===== config.mk =====
export PLATFORM = sky130hd
export DESIGN_NAME = bus_level_arbiter
export DESIGN_NICKNAME = d
export VERILOG_FILES = /design/src/rtl/arb_pkg.sv /design/src/rtl/arb_level_select.sv /design/src/rtl/arb_chain.sv /design/src/rtl/bus_level_arbiter.sv
export SDC_FILE = /design/constraint.sdc
export NUM_CORES = 1
export LEC_CHECK = 0
export BUFFER_PORTS_ARGS = -buffer_cell sky130_fd_sc_hd__buf_2
export CAP_MARGIN = 20
export CORE_AREA = 2 2 39 41
export CTS_BUF_LIST = sky130_fd_sc_hd__clkbuf_8
export CTS_CLUSTER_DIAMETER = 120
export DETAILED_ROUTE_END_ITERATION = 12
export DIE_AREA = 0 0 41 43
export MAX_ROUTING_LAYER = met4
export PLACE_DENSITY = 0.65
export RECOVER_POWER = 50
export SYNTH_ARGS = -nofsm -noshare
export SYNTH_HDL_FRONTEND = slang
export SYNTH_HIERARCHICAL = 1
export SYNTH_SLANG_ARGS = --single-unit

===== constraint.sdc =====
create_clock -name clk -period 1.7 [get_ports clk]
set_input_delay 0.085 -clock clk [delete_from_list [all_inputs] [get_ports clk]]
set_output_delay 0.085 -clock clk [all_outputs]
set_load 0.05 [all_outputs]

===== src/rtl/arb_pkg.sv =====
package arb_pkg;
    typedef enum logic [1:0] {
        ST_IDLE  = 2'd0,
        ST_OFFER = 2'd1,
        ST_HELD  = 2'd2
    } arb_state_e;
endpackage


===== src/rtl/arb_level_select.sv =====
module arb_level_select #(
    parameter int NUM_MASTERS = 4,
    parameter int NUM_LEVELS  = 2,
    parameter int LVL_W       = 1,
    parameter logic [NUM_MASTERS*LVL_W-1:0] LEVEL_MAP = '0
) (
    input  logic [NUM_MASTERS-1:0] req,
    output logic [NUM_LEVELS-1:0]  level_req,
    output logic                   pick_valid,
    output logic [LVL_W-1:0]       pick_level
);
    // Shared level request: OR of the members of each level
    always_comb begin
        level_req = '0;
        for (int i = 0; i < NUM_MASTERS; i++) begin
            if (req[i]) begin
                level_req[LEVEL_MAP[i*LVL_W +: LVL_W]] = 1'b1;
            end
        end
    end

    // Level 0 has the highest priority
    always_comb begin
        pick_valid = |level_req;
        pick_level = '0;
        for (int l = NUM_LEVELS - 1; l >= 0; l--) begin
            if (level_req[l]) begin
                pick_level = LVL_W'(l);
            end
        end
    end
endmodule


===== src/rtl/arb_chain.sv =====
module arb_chain #(
    parameter int NUM_MASTERS = 4,
    parameter int NUM_LEVELS  = 2,
    parameter int LVL_W       = 1,
    parameter logic [NUM_MASTERS*LVL_W-1:0] LEVEL_MAP = '0
) (
    input  logic                   clk,
    input  logic                   rst_n,
    input  logic [NUM_LEVELS-1:0]  lvl_grant,
    input  logic [NUM_MASTERS-1:0] req,
    output logic [NUM_MASTERS-1:0] grant_in,
    output logic [NUM_MASTERS-1:0] grant_out,
    output logic [NUM_MASTERS-1:0] taken
);
    logic [NUM_LEVELS-1:0] carry;
    logic [LVL_W-1:0]      lv;

    // Walk the masters in ascending index; each level keeps its own carry
    always_comb begin
        carry = lvl_grant;
        lv    = '0;
        for (int i = 0; i < NUM_MASTERS; i++) begin
            lv           = LEVEL_MAP[i*LVL_W +: LVL_W];
            grant_in[i]  = carry[lv];
            grant_out[i] = carry[lv] & ~req[i];
            taken[i]     = carry[lv] & req[i];
            carry[lv]    = carry[lv] & ~req[i];
        end
    end

    assert_single_taker_R5: assert property (@(posedge clk) disable iff (!rst_n)
        $onehot0(taken));
    assert_taker_requested_R5: assert property (@(posedge clk) disable iff (!rst_n)
        (taken & ~req) == '0);
    assert_no_stray_grant_R4: assert property (@(posedge clk) disable iff (!rst_n)
        (lvl_grant == '0) |-> (grant_in == '0));
endmodule


===== src/rtl/bus_level_arbiter.sv =====
module bus_level_arbiter
    import arb_pkg::*;
#(
    parameter int NUM_MASTERS = 4,
    parameter int NUM_LEVELS  = 2,
    parameter int LVL_W       = (NUM_LEVELS > 1) ? $clog2(NUM_LEVELS) : 1,
    parameter logic [NUM_MASTERS*LVL_W-1:0] LEVEL_MAP = 4'b1010
) (
    input  logic                   clk,
    input  logic                   rst_n,
    input  logic [NUM_MASTERS-1:0] req,
    input  logic                   xfer_done,
    output logic [NUM_MASTERS-1:0] grant_in,
    output logic [NUM_MASTERS-1:0] grant_out,
    output logic [NUM_LEVELS-1:0]  lvl_grant,
    output logic                   bus_busy,
    output logic [((NUM_MASTERS > 1) ? $clog2(NUM_MASTERS) : 1)-1:0] owner_idx
);
    localparam int OWN_W = (NUM_MASTERS > 1) ? $clog2(NUM_MASTERS) : 1;

    arb_state_e             state_q, state_d;
    logic [LVL_W-1:0]       sel_q;
    logic [OWN_W-1:0]       own_q;
    logic [OWN_W-1:0]       taker_idx;
    logic [NUM_LEVELS-1:0]  level_req;
    logic                   pick_valid;
    logic [LVL_W-1:0]       pick_level;
    logic [NUM_MASTERS-1:0] taken;

    arb_level_select #(
        .NUM_MASTERS(NUM_MASTERS), .NUM_LEVELS(NUM_LEVELS),
        .LVL_W(LVL_W), .LEVEL_MAP(LEVEL_MAP)
    ) u_select (
        .req(req), .level_req(level_req),
        .pick_valid(pick_valid), .pick_level(pick_level)
    );

    arb_chain #(
        .NUM_MASTERS(NUM_MASTERS), .NUM_LEVELS(NUM_LEVELS),
        .LVL_W(LVL_W), .LEVEL_MAP(LEVEL_MAP)
    ) u_chain (
        .clk(clk), .rst_n(rst_n), .lvl_grant(lvl_grant), .req(req),
        .grant_in(grant_in), .grant_out(grant_out), .taken(taken)
    );

    // Index of the claiming master (at most one bit of taken is set)
    always_comb begin
        taker_idx = '0;
        for (int i = 0; i < NUM_MASTERS; i++) begin
            if (taken[i]) taker_idx = OWN_W'(i);
        end
    end

    // Next-state logic
    always_comb begin
        state_d = state_q;
        unique case (state_q)
            ST_IDLE:  if (pick_valid) state_d = ST_OFFER;
            ST_OFFER: state_d = (|taken) ? ST_HELD : ST_IDLE;
            ST_HELD:  if (xfer_done) state_d = ST_IDLE;
            default:  state_d = ST_IDLE;
        endcase
    end

    // State register and captured level and owner
    always_ff @(posedge clk or negedge rst_n) begin
        if (!rst_n) begin
            state_q <= ST_IDLE;
            sel_q   <= '0;
            own_q   <= '0;
        end else begin
            state_q <= state_d;
            if (state_q == ST_IDLE && pick_valid) sel_q <= pick_level;
            if (state_q == ST_OFFER && |taken)    own_q <= taker_idx;
        end
    end

    // Outputs
    always_comb begin
        lvl_grant = '0;
        bus_busy  = 1'b0;
        unique case (state_q)
            ST_IDLE:  ;
            ST_OFFER: lvl_grant[sel_q] = 1'b1;
            ST_HELD:  bus_busy = 1'b1;
            default:  ;
        endcase
        owner_idx = own_q;
    end

    assert_one_level_R3: assert property (@(posedge clk) disable iff (!rst_n)
        $onehot0(lvl_grant));
    assert_offer_follows_request_R3: assert property (@(posedge clk) disable iff (!rst_n)
        (!bus_busy && lvl_grant == '0 && |req) |=> $onehot(lvl_grant));
    assert_offer_single_cycle_R3: assert property (@(posedge clk) disable iff (!rst_n)
        (lvl_grant != '0) |=> (lvl_grant == '0));
    assert_no_grant_when_busy_R8: assert property (@(posedge clk) disable iff (!rst_n)
        bus_busy |-> (lvl_grant == '0 && grant_in == '0));
    assert_claim_sets_busy_R6: assert property (@(posedge clk) disable iff (!rst_n)
        (|(grant_in & req)) |=> bus_busy);
    assert_busy_holds_R7: assert property (@(posedge clk) disable iff (!rst_n)
        (bus_busy && !xfer_done) |=> (bus_busy && $stable(owner_idx)));
    assert_done_releases_R7: assert property (@(posedge clk) disable iff (!rst_n)
        (bus_busy && xfer_done) |=> !bus_busy);
    assert_unclaimed_withdrawn_R9: assert property (@(posedge clk) disable iff (!rst_n)
        (lvl_grant != '0 && (grant_in & req) == '0) |=> (!bus_busy && lvl_grant == '0));
    assert_done_ignored_idle_R10: assert property (@(posedge clk) disable iff (!rst_n)
        (!bus_busy && lvl_grant == '0) |=> !bus_busy);
endmodule


==> results.cfg, run 1 <==
[outcome]
status = complete, no violations

[cells_and_area]
instances_no_fill = 77
antennaDiodeCount = 0
nFillCells = 151
syn_to_final_growth_pct = 44.4
drive_above_1_share_pct = 44.3
nets = 69

[timing]
grt_setup_unrepaired = false
setup_ws_ns = 0.162
tns_ns = 0
fmax_ghz = 0.650
finalHoldViolations = 0
slew_viol_final = 0
period_needed_ns = 1.54
clock_skew_ns = 0.000432
worst_slew_pin_slew_ns = 0.590
setup_violations = 0
max-slew-margin-rel_pct = 60.8
fin_crit_sh_pct = 90.5

[setup_path]
cp_max_fo = 7
cp_slowest_cell = dfrtp_1
worstReg2RegEnd = owner_idx[0]$_DFFE_PN0P_
cp_num_cells = 4
cpPeakStageDelay_ns = 0.39
path_cells = nand2b_4, nor2_2, nor3b_4, buf_2
endpoint = grant_out[2]
cp-startpoint = state_q[1]$_DFFE_PN0P_
critical-path-top-delay-family = simple AND/OR/NAND/NOR gates
r2r_slack_ns = 0.31
required_ns = 1.62
cp-start-kind = flip-flop
crit_path_end_kind = output pin
r2r_cells = 6
r2r-start = state_q[1]$_DFFE_PN0P_
crit_arrival_ns = 1.45
path_class = reg2out
path_buf_inv = 1

[placed_design]
gp_congestion = 0.708
pre_cts_ws_ns = 0.316
dpl.cell_count = 72
dpl.hpwl_um = 588
numPortBuffers = 19

[clocking]
cts_root_buf = clkbuf_8
cts_buffer_depth = 2
cts_buffers = 3
numClockSinks = 5
htree_levels = 1
post-cts-setup-buffers = 0
clk_latency_ns = 0.22
cts_tree = built
path_clk_slew_ns = 0.03

[logic_synthesis]
synthTopCellsByArea = dfrtp_1, nor3b_2, nor2b_1
ys_seq_area_share_pct = 34.1
syn_area_per_cell_sq_um = 8.94
ys_ff_latch = 5
syn_nets = 48
syn_area_sq_um = 367
ys_types = 18
yosysTopAreaCell = dfrtp_1
syn_inst = 41
yosysWarningCount = 6
synth_top_area_share_pct = 34.1

[power_and_ir_drop]
ir_drop_mv = 0.693
power.density_mw_per_mm2 = 2070
p_leak_nw = 0.270

[floorplan]
die_h_um = 43
rows = 14
start_util_pct = 26.5
ioPinCount = 20
floorplan.die_area_sq_mm = 0.00176
die_w_um = 41
core_area_sq_mm = 0.00138

[global_routing]
grt_antenna_before_repair = 0
grt_max_degree = 8
grt_use_total_pct = 9.95
grt_pass1_wl_mm = 1.14
grt_pass1_vias = 282
grt-ovfl-total = 0

[min_path]
hp-class = in2reg

[route]
route.detailed.drc = 0
drt-vias-per-instance = 4.34
first_pass_iters = 3
wire_per_inst_um = 9.17
routed_wl_um = 706
initialDrtViolationCount = 2
postRouteAntennaNets = 0
vias = 334

[run]
maxCapViolCount = 0
## timing repair
item,in CTS,in global routing
hold buffers,1,0
resized for setup,0,0
endpoints found under the hold margin,5,0
## worst min-delay path by stage
stage | startpoint | endpoint | depth (start not counted)
3_5_place_dp | rst_n | state_q[0]$_DFFE_PN0P_ | 1
5_1_grt | xfer_done | state_q[1]$_DFFE_PN0P_ | 3
2_1_floorplan | rst_n | owner_idx[0]$_DFFE_PN0P_ | 0
3_3_place_gp | rst_n | sel_q$_DFFE_PN0P_ | 1
6_report | xfer_done | state_q[1]$_DFFE_PN0P_ | 3
4_1_cts | xfer_done | state_q[1]$_DFFE_PN0P_ | 3
## power breakdown
group | internal, mW | leakage, nW | switching (mW) | total (mW)
Combinational | 0.187 | 0.179 | 0.499 | 0.686
Clock | 0.154 | 0.0269 | 0.0523 | 0.207
Sequential | 0.167 | 0.0644 | 0.0357 | 0.203
## per-layer routing
layer	global-route usage, %	vias to the layer above	share of wire, %
met1	12.2	150	45
met5	-	-	0
met2	12.8	11	48
li1	-	173	-
met3	3.14	0	6.5
met4	8.00	0	0
## sequential cells by signal, summed over array words and instances, names as in the netlist
| signal | flops |
|---|---|
| state_q | 2 |
| owner_idx | 2 |
| sel_q | 1 |
## layout by cell type, fill, tap and decap left out, types with 2 or more instances in the layout
master,n
inv_1,3
or2_1,2
nor2_1,3
and3b_1,2
o21ai_1,3
clkbuf_1,4
dfrtp_1,5
clkbuf_8,3
nor3b_4,2
nor2b_4,2
nor2b_1,3
buf_2,14
nor2_2,2
nand2_1,2
## cell usage after synthesis (all sizes together)
cell type,n
dfrtp,5
nor2,5
nor2b,5
buf,4
o21ai,4
nor3b,3
or2,3
and2,2
and3b,2
inv,2
nand2,2
nand2b,1
nor4,1
o21bai,1
o2bb2ai,1
## tightest hold or removal path, stage by stage
cell and delay (ns):
buf_2 0.07, inv_1 0.03, o2bb2ai_1 0.11
## through the flow
stage / area, sq um / power (mW) / utilization (%) / hold slack, ns
2_1_floorplan: 399 / 0.816 / - / -0.211
3_3_place_gp: 484 / 0.903 / 35.0 / -0.0979
3_5_place_dp: 484 / 0.908 / 35.0 / -0.0969
4_1_cts: 539 / 1.12 / 39.0 / 0.121
5_1_grt: 529 / 1.18 / 38.2 / 0.135
6_report: 529 / 1.10 / 38.2 / 0.123
## cells by family after synthesis
kind of cell | Yosys count | share of synthesized area (%)
simple gates | 24 | 45.7
buf+inv | 6 | 10.2
compound gates | 6 | 9.90
flops | 5 | 34.1
## layout make-up
type	instances	area, sq um	area share, %
clock buffers	3	41.3	7.80
multi-input cells	30	231	43.7
repair buffers	20	100	18.9
well taps	16	20.0	3.78
flip-flops and latches	5	125	23.6
clock inverters	1	3.75	0.709
inverters	2	7.51	1.42
No activity file was read; power rests on OpenSTA's default activity.
==> inputs of run 2 (changes only) <==
--- a/config.mk
+++ b/config.mk
@@ -5,6 +5,7 @@
 export SDC_FILE = /design/constraint.sdc
 export NUM_CORES = 1
 export LEC_CHECK = 0
+export ABC_AREA = 1
 export BUFFER_PORTS_ARGS = -buffer_cell sky130_fd_sc_hd__buf_2
 export CAP_MARGIN = 20
 export CORE_AREA = 2 2 39 41
@@ -13,7 +14,7 @@
 export DETAILED_ROUTE_END_ITERATION = 12
 export DIE_AREA = 0 0 41 43
 export MAX_ROUTING_LAYER = met4
-export PLACE_DENSITY = 0.65
+export PLACE_DENSITY = 0.66
 export RECOVER_POWER = 50
 export SYNTH_ARGS = -nofsm -noshare
 export SYNTH_HDL_FRONTEND = slang
==> run 2 against run 1 <==
Net effect: synthesized cell count rose by 49%; die area did not move; design area rose by 2.8%; combinational power rose by 14%; sequential cell count did not move; sequential share of layout area fell by 0.65 points; power rose by 11%; clock skew rose by 0.0077 ns; hold slack got worse by 0.049 ns; maximum frequency rose by 0.95%; critical endpoint is now grant_out[3]; highest routed layer unchanged.
==> results.cfg, run 2 <==
[outcome]
status = complete, no violations

[setup_path]
cp_slowest_cell = dfrtp_1
cpPeakStageDelay_ns = 0.41
cp_common_cell = nor2_4
path_buf_inv = 2
crit_arrival_ns = 1.44
cp-startpoint = state_q[1]$_DFFE_PN0P_
cp-start-kind = flip-flop
cp_max_fo = 4
required_ns = 1.62
critical-path-top-delay-family = simple AND/OR/NAND/NOR gates
worstReg2RegEnd = owner_idx[0]$_DFFE_PN0P_
path_cells = nor2_4, inv_1, nor2_4, nand2_2, nor2_2, buf_2
r2r_cells = 10
crit_path_end_kind = output pin
path_class = reg2out
r2r_slack_ns = 0.20
r2r-start = state_q[1]$_DFFE_PN0P_

[floorplan]
die_h_um = 43
core_area_sq_mm = 0.00138
start_util_pct = 27.4
die_w_um = 41
floorplan.die_area_sq_mm = 0.00176
ioPinCount = 20
rows = 14

[cells_and_area]
drive_above_1_share_pct = 40.7
mostFrequentLayoutCell = inv_1
final_cell_mix = inv_1, nand2_1, buf_2
regArea_sq_um = 125
antennaDiodeCount = 0
fin_util_pct = 39.3
instances_no_fill = 97
multi_input_area_sq_um = 183
nets = 89
nFillCells = 152
syn_to_final_growth_pct = 43.6

[route]
routed_wl_um = 863
vias = 390
drt-vias-per-instance = 4.02
postRouteAntennaNets = 0
initialDrtViolationCount = 7
first_pass_iters = 4
route.detailed.drc = 0
wire_per_inst_um = 8.90

[timing]
max-slew-margin-rel_pct = 59.5
slew_viol_final = 0
period_needed_ns = 1.52
fin_crit_sh_pct = 89.6
worst_slew_pin_slew_ns = 0.610
fmax_ghz = 0.656
grt_setup_unrepaired = false
setup_violations = 0
tns_ns = 0
finalHoldViolations = 0
clock_skew_ns = 0.00809

[clocking]
clk_latency_ns = 0.22
cts_tree = built
path_clk_slew_ns = 0.03
cts_root_buf = clkbuf_8
cts_buffers = 3
htree_levels = 1
numClockSinks = 5
post-cts-setup-buffers = 0
cts_buffer_depth = 2

[placed_design]
dpl.hpwl_um = 671
numPortBuffers = 19
gp_congestion = 0.720
dpl.cell_count = 92

[logic_synthesis]
syn_inst = 61
syn_area_sq_um = 379
syn_nets = 68
syn_area_per_cell_sq_um = 6.21
yosysWarningCount = 6

[global_routing]
grt_max_degree = 6
grt-ovfl-total = 0
grt_use_total_pct = 14.2
grt_pass1_vias = 371
met3_usage_pct = 7.85
grt_pass1_wl_mm = 1.51
use_met2_pct = 21.9
grt_antenna_before_repair = 0
grt_busiest_layer = met2
use_met1_pct = 13.1

[min_path]
hp-class = in2reg
hold_depth = 2
worstHoldStart = xfer_done
hold_end = state_q[1]$_DFFE_PN0P_

[run]
maxCapViolCount = 0

[power_and_ir_drop]
power_mw = 1.21
power.density_mw_per_mm2 = 2230
ir_drop_mv = 0.655
p_leak_nw = 0.333
-- run 2: worst max-delay path by stage --
stage	cells past startpoint	end	slack [ns]
after detailed placement	10	owner_idx[1]$_DFFE_PN0P_	0.18
after global placement	10	owner_idx[1]$_DFFE_PN0P_	0.20
after floorplan	10	owner_idx[1]$_DFFE_PN0P_	0.06
final	6	grant_out[3]	0.18
after CTS	6	grant_out[3]	0.16
after global routing	10	owner_idx[0]$_DFFE_PN0P_	0.03
-- run 2: metal layers --
metal	vias up	routed length, um
li1	206	-
met1	174	323
met2	10	499
met3	0	40
met4	0	0
met5	-	0
-- run 2: final cells by class --
class,instances,share of cell area [%]
clock buffer,3,7.59
multi-input combinational,35,33.6
tap,16,3.68
sequential,5,23.0
inverter,17,13.1
clock inverter,1,0.690
timing repair buffer,20,18.4
-- run 2: report_power, final --
group          internal [mW]  switching, mW  total (mW)
Combinational          0.163          0.616       0.779
Clock                  0.155         0.0607       0.216
Sequential             0.174         0.0454       0.219
-- run 2: repair_timing --
action                                 CTS  global route
gates resized for setup                  0             1
endpoints found under the hold margin    5             0
hold buffers                             1             0
setup endpoints to repair                0             2
-- run 2: through the flow --
| stage | instance area (sq um) | setup slack [ns] | hold slack [ns] |
|---|---|---|---|
| after floorplan | 407 | 0.0561 | -0.211 |
| after global placement | 492 | 0.198 | -0.0970 |
| after detailed placement | 492 | 0.179 | -0.0956 |
| after CTS | 547 | 0.164 | 0.0754 |
| after global routing | 544 | 0.0346 | 0.0882 |
| final | 544 | 0.177 | 0.0743 |
-- run 2: worst reg2reg max path: stages (launching register included) --
cell,delay (ns)
dfrtp_1,0.41
nor2_4,0.14
inv_1,0.10
nor2_4,0.13
nand2_2,0.10
nor2_1,0.16
nor2_1,0.06
nand2_1,0.07
nand2_1,0.08
nand2_1,0.06
nand2_1,0.06
